==> config.mk <==
export PLATFORM = sky130hd
export DESIGN_NAME = regbus_xcvr
export DESIGN_NICKNAME = d
export VERILOG_FILES = /design/src/rtl/regbus_xcvr_pkg.sv /design/src/rtl/regbus_strobe_edge.sv /design/src/rtl/regbus_capture_reg.sv /design/src/rtl/regbus_path_sel.sv /design/src/rtl/regbus_xcvr.sv
export SDC_FILE = /design/constraint.sdc
export NUM_CORES = 1
export LEC_CHECK = 0
export BUFFER_PORTS_ARGS = -buffer_cell sky130_fd_sc_hd__buf_2
export CORE_MARGIN = 5
export CORE_UTILIZATION = 34
export CTS_CLUSTER_DIAMETER = 50
export DETAILED_ROUTE_END_ITERATION = 10
export GPL_TIMING_DRIVEN = 0
export SYNTH_ARGS = -nofsm -noshare
export SYNTH_HDL_FRONTEND = slang
export SYNTH_HIERARCHICAL = 1
export SYNTH_SLANG_ARGS = --single-unit
==> constraint.sdc <==
create_clock -name clk -period 2.4 [get_ports clk]
set_clock_uncertainty 0.15 [all_clocks]
set_input_delay 0.48 -clock clk [delete_from_list [all_inputs] [get_ports clk]]
set_output_delay 0.48 -clock clk [all_outputs]
set_load 0.05 [all_outputs]
==> src/rtl/regbus_xcvr_pkg.sv <==
package regbus_xcvr_pkg;
   typedef enum logic {DRIVE_A = 1'b0, DRIVE_B = 1'b1} drive_side_e;
   localparam int MIN_SYNC_STAGES = 2;
endpackage

==> src/rtl/regbus_strobe_edge.sv <==
module regbus_strobe_edge #(
   parameter int SYNC_STAGES = 2
) (
   input  logic clk,
   input  logic rst,
   input  logic strobe_i,
   output logic load_o
);
   import regbus_xcvr_pkg::*;
   localparam int MSB = SYNC_STAGES - 1;

   if (SYNC_STAGES < MIN_SYNC_STAGES) begin : g_bad_stages
      $error("regbus_strobe_edge: SYNC_STAGES below minimum");
   end

   logic [MSB:0] chain_q;
   logic         prev_q;

   always_ff @(posedge clk) begin
      if (rst) begin
         chain_q <= '0;
         prev_q  <= 1'b0;
      end else begin
         chain_q <= {chain_q[MSB-1:0], strobe_i};
         prev_q  <= chain_q[MSB];
      end
   end

   assign load_o = chain_q[MSB] & ~prev_q;

   // a load pulse never lasts more than one cycle
   a_r4_single_pulse: assert property (@(posedge clk) disable iff (rst)
      load_o |=> !load_o);
endmodule

==> src/rtl/regbus_capture_reg.sv <==
module regbus_capture_reg #(
   parameter int WIDTH = 8
) (
   input  logic             clk,
   input  logic             rst,
   input  logic             load_i,
   input  logic [WIDTH-1:0] d_i,
   output logic [WIDTH-1:0] q_o
);
   if (WIDTH < 1) begin : g_bad_width
      $error("regbus_capture_reg: WIDTH must be positive");
   end

   always_ff @(posedge clk) begin
      if (rst)         q_o <= '0;
      else if (load_i) q_o <= d_i;
   end

   a_r1_reset_clear: assert property (@(posedge clk)
      rst |=> (q_o == '0));
   a_r2_load_takes_bus: assert property (@(posedge clk) disable iff (rst)
      load_i |=> (q_o == $past(d_i)));
   a_r4_hold_without_load: assert property (@(posedge clk) disable iff (rst)
      !load_i |=> $stable(q_o));
endmodule

==> src/rtl/regbus_path_sel.sv <==
module regbus_path_sel #(
   parameter int WIDTH = 8
) (
   input  logic             sel_stored_i,
   input  logic [WIDTH-1:0] live_i,
   input  logic [WIDTH-1:0] stored_i,
   output logic [WIDTH-1:0] out_o
);
   // One-level selection: each bit is a single 2:1 choice, so no
   // intermediate value exists between the two sources.
   for (genvar i = 0; i < WIDTH; i++) begin : g_bit
      assign out_o[i] = sel_stored_i ? stored_i[i] : live_i[i];
   end
endmodule

==> src/rtl/regbus_xcvr.sv <==
module regbus_xcvr #(
   parameter int WIDTH       = 8,
   parameter int SYNC_STAGES = 2
) (
   input  logic             clk,
   input  logic             rst,
   input  logic [WIDTH-1:0] a_in,
   output logic [WIDTH-1:0] a_out,
   output logic             a_oe,
   input  logic [WIDTH-1:0] b_in,
   output logic [WIDTH-1:0] b_out,
   output logic             b_oe,
   input  logic             cap_a,
   input  logic             cap_b,
   input  logic             sel_a2b,
   input  logic             sel_b2a,
   input  logic             en_n,
   input  logic             dir
);
   import regbus_xcvr_pkg::*;

   logic             load_a, load_b;
   logic [WIDTH-1:0] reg_a, reg_b;
   drive_side_e      side;

   regbus_strobe_edge #(.SYNC_STAGES(SYNC_STAGES)) u_edge_a (
      .clk(clk), .rst(rst), .strobe_i(cap_a), .load_o(load_a));
   regbus_strobe_edge #(.SYNC_STAGES(SYNC_STAGES)) u_edge_b (
      .clk(clk), .rst(rst), .strobe_i(cap_b), .load_o(load_b));

   regbus_capture_reg #(.WIDTH(WIDTH)) u_reg_a (
      .clk(clk), .rst(rst), .load_i(load_a), .d_i(a_in), .q_o(reg_a));
   regbus_capture_reg #(.WIDTH(WIDTH)) u_reg_b (
      .clk(clk), .rst(rst), .load_i(load_b), .d_i(b_in), .q_o(reg_b));

   regbus_path_sel #(.WIDTH(WIDTH)) u_sel_a2b (
      .sel_stored_i(sel_a2b), .live_i(a_in), .stored_i(reg_a), .out_o(b_out));
   regbus_path_sel #(.WIDTH(WIDTH)) u_sel_b2a (
      .sel_stored_i(sel_b2a), .live_i(b_in), .stored_i(reg_b), .out_o(a_out));

   assign side = drive_side_e'(dir);

   always_comb begin
      a_oe = 1'b0;
      b_oe = 1'b0;
      if (!rst && !en_n) begin
         if (side == DRIVE_A) a_oe = 1'b1;
         else                 b_oe = 1'b1;
      end
   end

   a_r7_at_most_one_driver: assert property (@(posedge clk)
      $countones({a_oe, b_oe}) <= 1);
   a_r8_isolated_when_disabled: assert property (@(posedge clk) disable iff (rst)
      en_n |-> !a_oe && !b_oe);
   a_r7_enabled_drives_one: assert property (@(posedge clk) disable iff (rst)
      !en_n |-> $onehot0({a_oe, b_oe}) && (a_oe || b_oe));
endmodule

[After elaboration in Yosys (flattened, before gate mapping)]
Cells that the tools add are included.
Cells by class
  add/subtract/negate cells: 0
  multipliers: 0
  divide/modulo/power cells: 0
  magnitude comparators: 0
  equal/unequal tests: 0
  shift operators: 0
  muxes and demuxes: 20
  bitwise operators: 4
  reduce and logical (&&, ||, !) cells: 3
Operators with widths (count)
  $mux W1: 20
  $and A1 B1 Y1: 2
  $logic_not A1 Y1: 2
  $not A1 Y1: 2
  $logic_and A1 B1 Y1: 1
Storage, ports and cells
  register bits: 22
  bits in latches: 0
  bits in writable memories: 0
  bits in read-only memories: 0
  input port bits: 24
  output and inout port bits: 18
  memories kept: 0

[Longest topological paths before layout]
Gate-level depths: netlist of the first run.
  depth in word-level cells: 3
  gate-level depth with buffers: 4

[By module]
Netlist of the first run, hierarchy kept.
Modules (own cells, without submodules)
  regbus_capture_reg: times used 2, cells each 26, area each 285.3 um^2
  regbus_path_sel: times used 2, cells each 9, area each 131.4 um^2
  regbus_strobe_edge: times used 2, cells each 7, area each 87.6 um^2
  regbus_xcvr: times used 1, cells each 2, area each 22.5 um^2

[Least setup slack after synthesis of the first run]
Ideal clock, no wire load.
  path kind: input to output
  start point: in rst
  end point: out b_oe
  arrival time: 1.146 ns
  required time: 1.770 ns
  path slack: 0.624 ns
  stages: 1
  buffers on the path: 0
  cell sequence: nor3b_2
Between the ends
  word-level cells in the longest chain between the ends: 3
Ends and longest elaborated chain
  start, declared: RTL line regbus_xcvr.sv:6  | input logic rst,
  $logic_not A1 Y1: RTL line regbus_xcvr.sv:46  | if (!rst && !en_n) begin
  $logic_and A1 B1 Y1: RTL line regbus_xcvr.sv:46
  $mux W1: RTL line regbus_xcvr.sv:46
  end, declared: RTL line regbus_xcvr.sv:12  | output logic b_oe,
No other way between the ends.

[Final worst setup path of the first run]
  start point: in sel_b2a
  end point: out a_out[3]
Between the ends
  word-level cells in the longest chain between the ends: 1
Ends and longest elaborated chain
  start, declared: RTL line regbus_xcvr.sv:16  | input logic sel_b2a,
  $mux W1: RTL line regbus_path_sel.sv:12  | assign out_o[i] = sel_stored_i ? stored_i[i] : live_i[i];
  end, declared: RTL line regbus_xcvr.sv:8  | output logic [WIDTH-1:0] a_out,
No other way between the ends.

==> results.md, run 1 <==
- CTS sink count: 22
- Met2 routed WL: 1040 um
- Met1 wire length: 813 um
- Vias in the first global route: 793
- Pwr Density: 642 nW/um^2
- DRC: 0
- Final Net Count: 154
- CP delay by family, top: buffers and inverters
- Syn_nets: 110
- Global router's overall resource usage: 9.81%
- Final WL: 1950 um
- Critical path startpoint category: input pin
- Worst-path maximum fanout: 8
- Met3 WL: 66 um
- Synth warn: 6
- Core Region: 2980 um^2
- Area after DPL: 1270 um^2
- Die Area: 4230 um^2
- Flip-flop and latch count after synthesis: 22
- CTS tree: built
- Lkg Pwr: 0.000627 uW
- Setup Slack @ Placement: 0.633 ns
- IO Pins: 42
- Share of layout cells above drive strength 1: 51.9%
- Crit path largest cell delay: 0.31 ns
- Count leader, synth: dfxtp_1
- Worst Path Buf+Inv: 2
- Die Span Y: 65.1 um
- Hold WC Path Type: input pin to register
- Fin Setup TNS: 0 ns
- Status: completed
- Peak VDD IR: 0.300 mV
- Top cell type's share of synthesized area: 42.7%
- Max frequency: 0.567 GHz
- Share of flip-flops with an asynchronous set or reset: 0%
- CTS resizes: 0
- Cell variety after synth: 10
- Required time worst endpoint: 1.77 ns
- Placed cells: 158
- Num CTS Buffers: 3
- Clk slew on worst S/H paths: 0.12 ns
- Cells after Synth: 86
- RSZ-0062 raised after global routing: false
- Largest net degree at the start of global routing: 14
- CTS Buffer Depth: 2
- Most area-consuming cells after synthesis: dfxtp_1 (43%), mux2_4 (23%), mux2i_1 (16%)
- Rows: 20
- Synth area leader: dfxtp_1
- Worst-Skew Late Latency: 0.30 ns
- CP endpoint kind: output port
- Worst EP arrival: 1.14 ns
- Critical path class: input pin to output port
- DR top layer: met4
- IO buf count: 39
- Final period utilization: 73.5%
- N_diodes: 0
- Average vias per placed instance: 4.53
- Fin util: 44.3%
- Via count: 734
- Placed wire-length estimate: 1570 um
- Multi-input combinational cell area: 538 um^2
- Pins Over Slew Limit: 0
- Post-synth EDFFs: 0
- Max Cap Violations: 0
- Die width: 65.1 um
- First-pass GRT wire length: 3290 um
- Post-Syn Area: 1030 um^2
- Finished Layout Cells: 162
- FILL cells: 296
- Global route total overflow: 0
- Sequential-to-total area share from yosys stat: 42.7%
- Slew @ Worst Pin: 0.361 ns
- Wire per inst: 12.0 um
- Slowest-stage cell, CP: mux2_4
- Reg area: 440 um^2
- Post-CTS Setup Bufs: 0
- Final Cell Area: 1320 um^2
- RePlAce Congestion: 0.711
- Synth Flop Type: dfxtp_1
- Post-CTS Hold Fix Bufs: 0
- Root Buffer: clkbuf_4
- Initial antenna violation count: 0
- Final worst slack: 0.635 ns
- Post-layout min period: 1.77 ns
- Setup violators final: 0
- Initial core utilization: 34.6%
- R2r setup slk: 1.23 ns
- DR iter-0 viols: 14
- Critical-path cell list: buf_6, mux2_4, buf_2
- Avg Cell Area, Syn: 12.0 um^2
- Synthesis-to-layout area growth: 28.0%
- Final Hold Vio Count: 0
- Post-route ant nets: 0
- Post-synth top cells: dfxtp_1 (22), mux2_4 (16), mux2i_1 (16), nor2_1 (16), nor2b_1 (6)
- Drt pass-1 iters: 2
- CTS H-tree lvls: 1
- Slew headroom: 75.9%
per-layer routing:
metal	vias to the layer above	global-route usage [%]
met3	2	0.867
met1	342	10.1
li1	376	-
met2	14	19.2
met5	-	0
met4	0	5.44
per-stage QoR:
stage          hold WS [ns]  power, uW
2_1_floorplan         0.264        537
3_3_place_gp          0.271        580
3_5_place_dp          0.289        584
4_1_cts               0.222        865
5_1_grt               0.226        886
6_report              0.237        847
flip-flops by register name, indices dropped and copies added, names as in the netlist:
register / count
u_edge_b/chain_q: 2
u_edge_a/chain_q: 2
u_reg_b/q_o: 8
u_edge_a/prev_q: 1
u_reg_a/q_o: 8
u_edge_b/prev_q: 1
logic make-up after synthesis:
group / after synthesis / synth area share (%)
simple gates: 26 / 13.4
buf+inv: 6 / 5.10
flops: 22 / 42.7
mux: 32 / 38.8
cells in the final DEF, fill, tap and decap left out:
cell       synthesis  final
buf_2              0     39
dfxtp_1           22     22
nor3_2             1      1
nor2b_2            2      2
nor2b_1            6      6
mux2i_1           16     16
bufinv_16          0      1
buf_6              4      4
nor3b_2            1      1
buf_1              2      2
mux2_4            16     16
clkbuf_4           0      3
nor2_1            16     16
worst reg2reg max path, stage by stage, from the launching register on:
cell and delay [ns]:
dfxtp_1 0.34, nor2b_2 0.14, buf_6 0.16, mux2i_1 0.22, nor2_1 0.05
area by class of cell:
class                           count  share of cell area, %
Multi-Input combinational cell     58                   40.8
Sequential cell                    22                   33.4
Timing Repair Buffer               39                   14.8
Buffer                              6                   3.98
Tap cell                           33                   3.13
Clock inverter                      1                   2.27
Clock buffer                        3                   1.71
worst paths after layout:
check | end | depth (start not counted) | from
worst min register to register | u_edge_a/chain_q[1]$_SDFF_PP0_ | 1 | u_edge_a/chain_q[0]$_SDFF_PP0_
worst max register to register | u_reg_b/q_o[0]$_SDFFE_PP0P_ | 4 | u_edge_b/chain_q[1]$_SDFF_PP0_
worst min-delay path | u_edge_b/chain_q[0]$_SDFF_PP0_ | 2 | cap_b
worst max-delay path | a_out[3] | 3 | sel_b2a
where the power goes:
| group | switching (uW) | internal, uW | total (uW) |
|---|---|---|---|
| sequential | 5.56 | 378 | 384 |
| clock | 105 | 169 | 274 |
| combinational | 115 | 74.3 | 190 |
Power figures use the tool's default switching activity.
==> run 2: changes to the inputs <==
--- a/config.mk
+++ b/config.mk
@@ -5,6 +5,7 @@
 export SDC_FILE = /design/constraint.sdc
 export NUM_CORES = 1
 export LEC_CHECK = 0
+export ABC_AREA = 1
 export BUFFER_PORTS_ARGS = -buffer_cell sky130_fd_sc_hd__buf_2
 export CORE_MARGIN = 5
 export CORE_UTILIZATION = 34
==> constraint.sdc (replaced) <==
create_clock -name clk -period 1.5 [get_ports clk]
set_clock_uncertainty 0.15 [all_clocks]
set_input_delay 0.3 -clock clk [delete_from_list [all_inputs] [get_ports clk]]
set_output_delay 0.3 -clock clk [all_outputs]
set_load 0.05 [all_outputs]
==> results.md, run 2 <==
- Status: completed
- Post-route ant nets: 0
- Rows: 20
- Setup violators final: 0
- Sequential-to-total area share from yosys stat: 40.5%
- RePlAce Congestion: 0.720
- Initial antenna violation count: 0
- Drt pass-1 iters: 2
- Syn_nets: 204
- Critical path class: register to output port
- Fin Setup TNS: 0 ns
- Finished Layout Cells: 266
- CTS Buffer Depth: 2
- Post-CTS Hold Fix Bufs: 0
- Global router's overall resource usage: 10.2%
- Synth Flop Type: dfxtp_1
- DR iter-0 viols: 45
- Mux contribution to synthesized area: 0%
- Cell variety after synth: 8
- Reg-to-reg endpoint: u_reg_a/q_o[6]$_SDFFE_PP0P_
- Flip-flop and latch count after synthesis: 22
- Count leader, synth: nand2_1
- Synthesis-to-layout area growth: 28.7%
- Wire per inst: 7.99 um
- Fin util: 45.9%
- Cells after Synth: 180
- Hold WC Path Type: input pin to register
- N_diodes: 0
- Num CTS Buffers: 3
- Worst EP arrival: 0.98 ns
- Placed cells: 263
- Average vias per placed instance: 3.92
- Area after DPL: 1340 um^2
- Lkg Pwr: 0.000819 uW
- First-pass GRT wire length: 3550 um
- Die width: 66.6 um
- FILL cells: 365
- Most frequent cells in the layout: nand2_1 (79), nor2_1 (40), inv_1 (27), buf_2 (23), dfxtp_1 (22)
- Int Pwr: 821 uW
- R2R depth: 7
- CTS H-tree lvls: 1
- Synth area leader: dfxtp_1
- Setup crit end: a_out[6]
- Largest net degree at the start of global routing: 12
- Required time worst endpoint: 1.05 ns
- Post-layout min period: 1.43 ns
- CP endpoint kind: output port
- Largest regs: u_reg_a/q_o (8), u_reg_b/q_o (8)
- Switch share: 32.7%
- Worst flop-to-flop path startpoint: u_edge_a/chain_q[1]$_SDFF_PP0_
- Max frequency: 0.701 GHz
- Clk slew on worst S/H paths: 0.11 ns
- Crit path from: u_reg_b/q_o[6]$_SDFFE_PP0P_
- Final Net Count: 248
- Most common cell after layout, fill and taps aside: nand2_1
- Placed wire-length estimate: 1660 um
- Critical path startpoint category: register
- Post-synth top cells: nand2_1 (79), nor2_1 (40), inv_1 (27), dfxtp_1 (22), buf_6 (6)
- Top cell type's share of synthesized area: 40.5%
- Root Buffer: clkbuf_4
- Post-synthesis simple-gate area fraction: 43.3%
- Final Hold Vio Count: 0
- Via count: 1043
- CTS tree: built
- Peak VDD IR: 0.590 mV
- Synth warn: 6
- Die Area: 4430 um^2
- Most area-consuming cells after synthesis: dfxtp_1 (40%), nand2_1 (27%), nor2_1 (14%)
- Final Cell Area: 1400 um^2
- Worst-Skew Late Latency: 0.29 ns
- Final period utilization: 95.1%
- Slew @ Worst Pin: 0.254 ns
- Global route total overflow: 0
- RSZ-0062 raised after global routing: false
- CTS sink count: 22
- IO buf count: 39
- Slew headroom: 83.1%
- Combinational power share: 27.9%
- Share of flip-flops with an asynchronous set or reset: 0%
- DRC: 0
- Pins Over Slew Limit: 0
- Core Region: 3050 um^2
- Avg Cell Area, Syn: 6.05 um^2
- Largest family of logic cells by synthesized area: simple AND/OR/NAND/NOR gates
- Final WL: 2130 um
- Worst-path maximum fanout: 2
- Initial core utilization: 35.7%
- Post-Syn Area: 1090 um^2
- Adder-Cell Fraction of Synth Area: 0%
- Post-synth EDFFs: 0
- Share of layout cells above drive strength 1: 24.3%
- Synth Area in Compound Gates: 0%
- Max Cap Violations: 0
- Clock power share: 20.9%
- Pwr Density: 870 nW/um^2
- IO Pins: 42
- Vias in the first global route: 892
- R2r setup slk: 0.36 ns
- Seq pwr share: 51.2%
- P_sw: 398 uW
- XOR/XNOR Fraction of Synth Area: 0%
- Die Span Y: 66.6 um
run 2: cell count changes in the layout (fill, tap and decap cells not counted), sizes merged, moves of 8 or more:
cell,before,now
inv,0,29
mux2,16,0
mux2i,16,0
nor2,16,42
nand2,0,81
nor2b,8,0
run 2: cells by family after synthesis:
logic type,Yosys count
AND/OR/NAND/NOR,123
flip-flops,22
buffers and inverters,35
run 2: layer usage:
layer,GRT usage (%),vias up,wire length (um)
met2,16.3,23,976
met1,12.7,426,978
met3,3.37,2,154
met5,0,-,0
met4,3.81,0,14
li1,-,592,-
run 2: worst min path at each step:
stage	from	end	slack [ns]	depth (start not counted)
after floorplan	rst	u_edge_a/chain_q[0]$_SDFF_PP0_	0.22	1
after global placement	u_edge_a/chain_q[0]$_SDFF_PP0_	u_edge_a/chain_q[1]$_SDFF_PP0_	0.24	2
after detailed placement	u_edge_a/chain_q[0]$_SDFF_PP0_	u_edge_a/chain_q[1]$_SDFF_PP0_	0.25	2
after CTS	cap_b	u_edge_b/chain_q[0]$_SDFF_PP0_	0.03	3
after global routing	cap_b	u_edge_b/chain_q[0]$_SDFF_PP0_	0.02	3
final	cap_a	u_edge_a/chain_q[0]$_SDFF_PP0_	0.05	3
run 2: power groups by stage:
stage | registers, uW | clock network [uW] | logic [uW]
after floorplan | 636 | 0 | 240
after global placement | 638 | 0 | 325
after detailed placement | 639 | 0 | 325
after CTS | 625 | 275 | 326
after global routing | 629 | 295 | 374
final | 625 | 255 | 340
run 2: worst max-delay path, cell delays in order, from the launching register on:
cell	delay, ns
dfxtp_1	0.35
nand2_1	0.05
nand2_1	0.06
clkbuf_4	0.22
run 2: per-stage QoR:
| step | hold slack, ns | power, uW | setup WS, ns |
|---|---|---|---|
| finish | 0.0463 | 1220 | 0.0737 |
| global route | 0.0154 | 1300 | 0.00207 |
| CTS | 0.0261 | 1230 | 0.00412 |
| detailed placement | 0.246 | 963 | 0.122 |
| global placement | 0.238 | 963 | 0.112 |
| floorplan | 0.221 | 876 | 0.0134 |
run 2: what timing repair did:
action | 4_1_cts | 5_1_grt
endpoints found under the hold margin | 0 | 0
endpoints found under the setup margin | 0 | 16
gates resized for setup | 0 | 26
setup buffers | 0 | 0
run 2: cell type report:
cell class / count / area [um^2] / share of cell area, %
inverters: 29 / 109 / 7.77
repair buffers: 39 / 235 / 16.8
flip-flops and latches: 22 / 440 / 31.4
multi-input cells: 123 / 472 / 33.7
well taps: 44 / 55.1 / 3.93
clock buffers: 3 / 22.5 / 1.61
plain buffers: 6 / 67.6 / 4.82
==> run 3: changes to the inputs <==
--- a/config.mk
+++ b/config.mk
@@ -12,6 +12,7 @@
 export CTS_CLUSTER_DIAMETER = 50
 export DETAILED_ROUTE_END_ITERATION = 10
 export GPL_TIMING_DRIVEN = 0
+export MAX_ROUTING_LAYER = met4
 export SYNTH_ARGS = -nofsm -noshare
 export SYNTH_HDL_FRONTEND = slang
 export SYNTH_HIERARCHICAL = 1
==> results.md, run 3 (synthesized netlist as in run 2, its figures left out) <==
- DR iter-0 viols: 42
- CTS tree: built
- CTS sink count: 22
- Peak VDD IR: 0.589 mV
- Root Buffer: clkbuf_4
- Setup violators final: 0
- Via count: 1043
- Largest net degree at the start of global routing: 12
- Crit path from: u_reg_b/q_o[6]$_SDFFE_PP0P_
- Worst EP arrival: 0.98 ns
- Slew @ Worst Pin: 0.254 ns
- Post-route ant nets: 0
- Worst flop-to-flop path startpoint: u_edge_a/chain_q[1]$_SDFF_PP0_
- Hold WC Path Type: input pin to register
- Most frequent cells in the layout: nand2_1 (79), nor2_1 (40), inv_1 (27), buf_2 (23), dfxtp_1 (22)
- Final WL: 2130 um
- Synthesis-to-layout area growth: 28.7%
- Max Cap Violations: 0
- Drt pass-1 iters: 2
- Fin Setup TNS: 0 ns
- Worst-path maximum fanout: 2
- CTS H-tree lvls: 1
- Placed wire-length estimate: 1660 um
- Post-layout min period: 1.43 ns
- Global route total overflow: 0
- Rows: 20
- N_diodes: 0
- Total power: 1220 uW
- CTS Buffer Depth: 2
- Most common cell after layout, fill and taps aside: nand2_1
- Wire per inst: 7.99 um
- Worst-Skew Late Latency: 0.29 ns
- Initial antenna violation count: 0
- Average vias per placed instance: 3.92
- CP endpoint kind: output port
- Final Net Count: 248
- FILL cells: 365
- Die Area: 4430 um^2
- Lkg Pwr: 0.000819 uW
- Vias in the first global route: 893
- Num CTS Buffers: 3
- Status: completed
- Max frequency: 0.701 GHz
- Share of layout cells above drive strength 1: 24.3%
- R2r setup slk: 0.36 ns
- Largest regs: u_reg_a/q_o (8), u_reg_b/q_o (8)
- Final Hold Vio Count: 0
- IO buf count: 39
- First-pass GRT wire length: 3550 um
- Final period utilization: 95.1%
- Setup crit end: a_out[6]
- Die width: 66.6 um
- DRC: 0
- Die Span Y: 66.6 um
- RePlAce Congestion: 0.728
- Critical path class: register to output port
- Required time worst endpoint: 1.05 ns
- Initial core utilization: 35.7%
- Core Region: 3050 um^2
- IO Pins: 42
- Critical path startpoint category: register
- Slew headroom: 83.1%
- Pwr Density: 870 nW/um^2
- Post-CTS Setup Bufs: 0
- Global router's overall resource usage: 10.5%
- RSZ-0062 raised after global routing: false
- R2R depth: 7
- Clk slew on worst S/H paths: 0.11 ns
- Pins Over Slew Limit: 0
- Reg-to-reg endpoint: u_reg_a/q_o[6]$_SDFFE_PP0P_
## run 3: final cells by class
cell class                 count  area, um^2  share of cell area, %
buffer                         6        67.6                   4.82
clock buffer                   3        22.5                   1.61
inverter                      29         109                   7.77
multi-input combinational    123         472                   33.7
sequential                    22         440                   31.4
tap                           44        55.1                   3.93
timing repair buffer          39         235                   16.8
## run 3: what timing repair did
| action | in CTS | in global routing |
|---|---|---|
| hold buffers | 0 | 0 |
| endpoints found under the setup margin | 0 | 16 |
| resized for setup | 0 | 26 |
## run 3: through the flow
stage	util, %	hold WS, ns	std cells	setup WS [ns]	area [um^2]
after floorplan	-	0.221	180	0.0134	1090
after global placement	43.9	0.238	263	0.112	1340
after detailed placement	43.9	0.246	263	0.122	1340
after CTS	44.6	0.0261	266	0.00412	1360
after global routing	45.9	0.0154	266	0.00208	1400
final	45.9	0.0463	266	0.0736	1400
## run 3: where the power goes
part / switching, uW / internal [uW] / total, uW
sequential: 11.8 / 613 / 625
clock: 161 / 93.6 / 255
combinational: 225 / 114 / 340
total: 398 / 821 / 1220
## run 3: critical path, stage by stage, from the launching register on
cell and delay [ns]:
dfxtp_1 0.35, nand2_1 0.05, nand2_1 0.06, clkbuf_4 0.22
## run 3: worst min-delay path by stage
stage	startpoint	end	depth (start not counted)
finish	cap_a	u_edge_a/chain_q[0]$_SDFF_PP0_	3
CTS	cap_b	u_edge_b/chain_q[0]$_SDFF_PP0_	3
detailed placement	u_edge_a/chain_q[0]$_SDFF_PP0_	u_edge_a/chain_q[1]$_SDFF_PP0_	2
global route	cap_b	u_edge_b/chain_q[0]$_SDFF_PP0_	3
global placement	u_edge_a/chain_q[0]$_SDFF_PP0_	u_edge_a/chain_q[1]$_SDFF_PP0_	2
floorplan	rst	u_edge_a/chain_q[0]$_SDFF_PP0_	1
## run 3: per-layer routing
layer	wire, um	GRT usage [%]	vias up
met5	0	-	-
met4	14	3.81	0
met3	154	3.37	2
met2	976	16.3	23
met1	978	12.7	426
li1	-	-	592
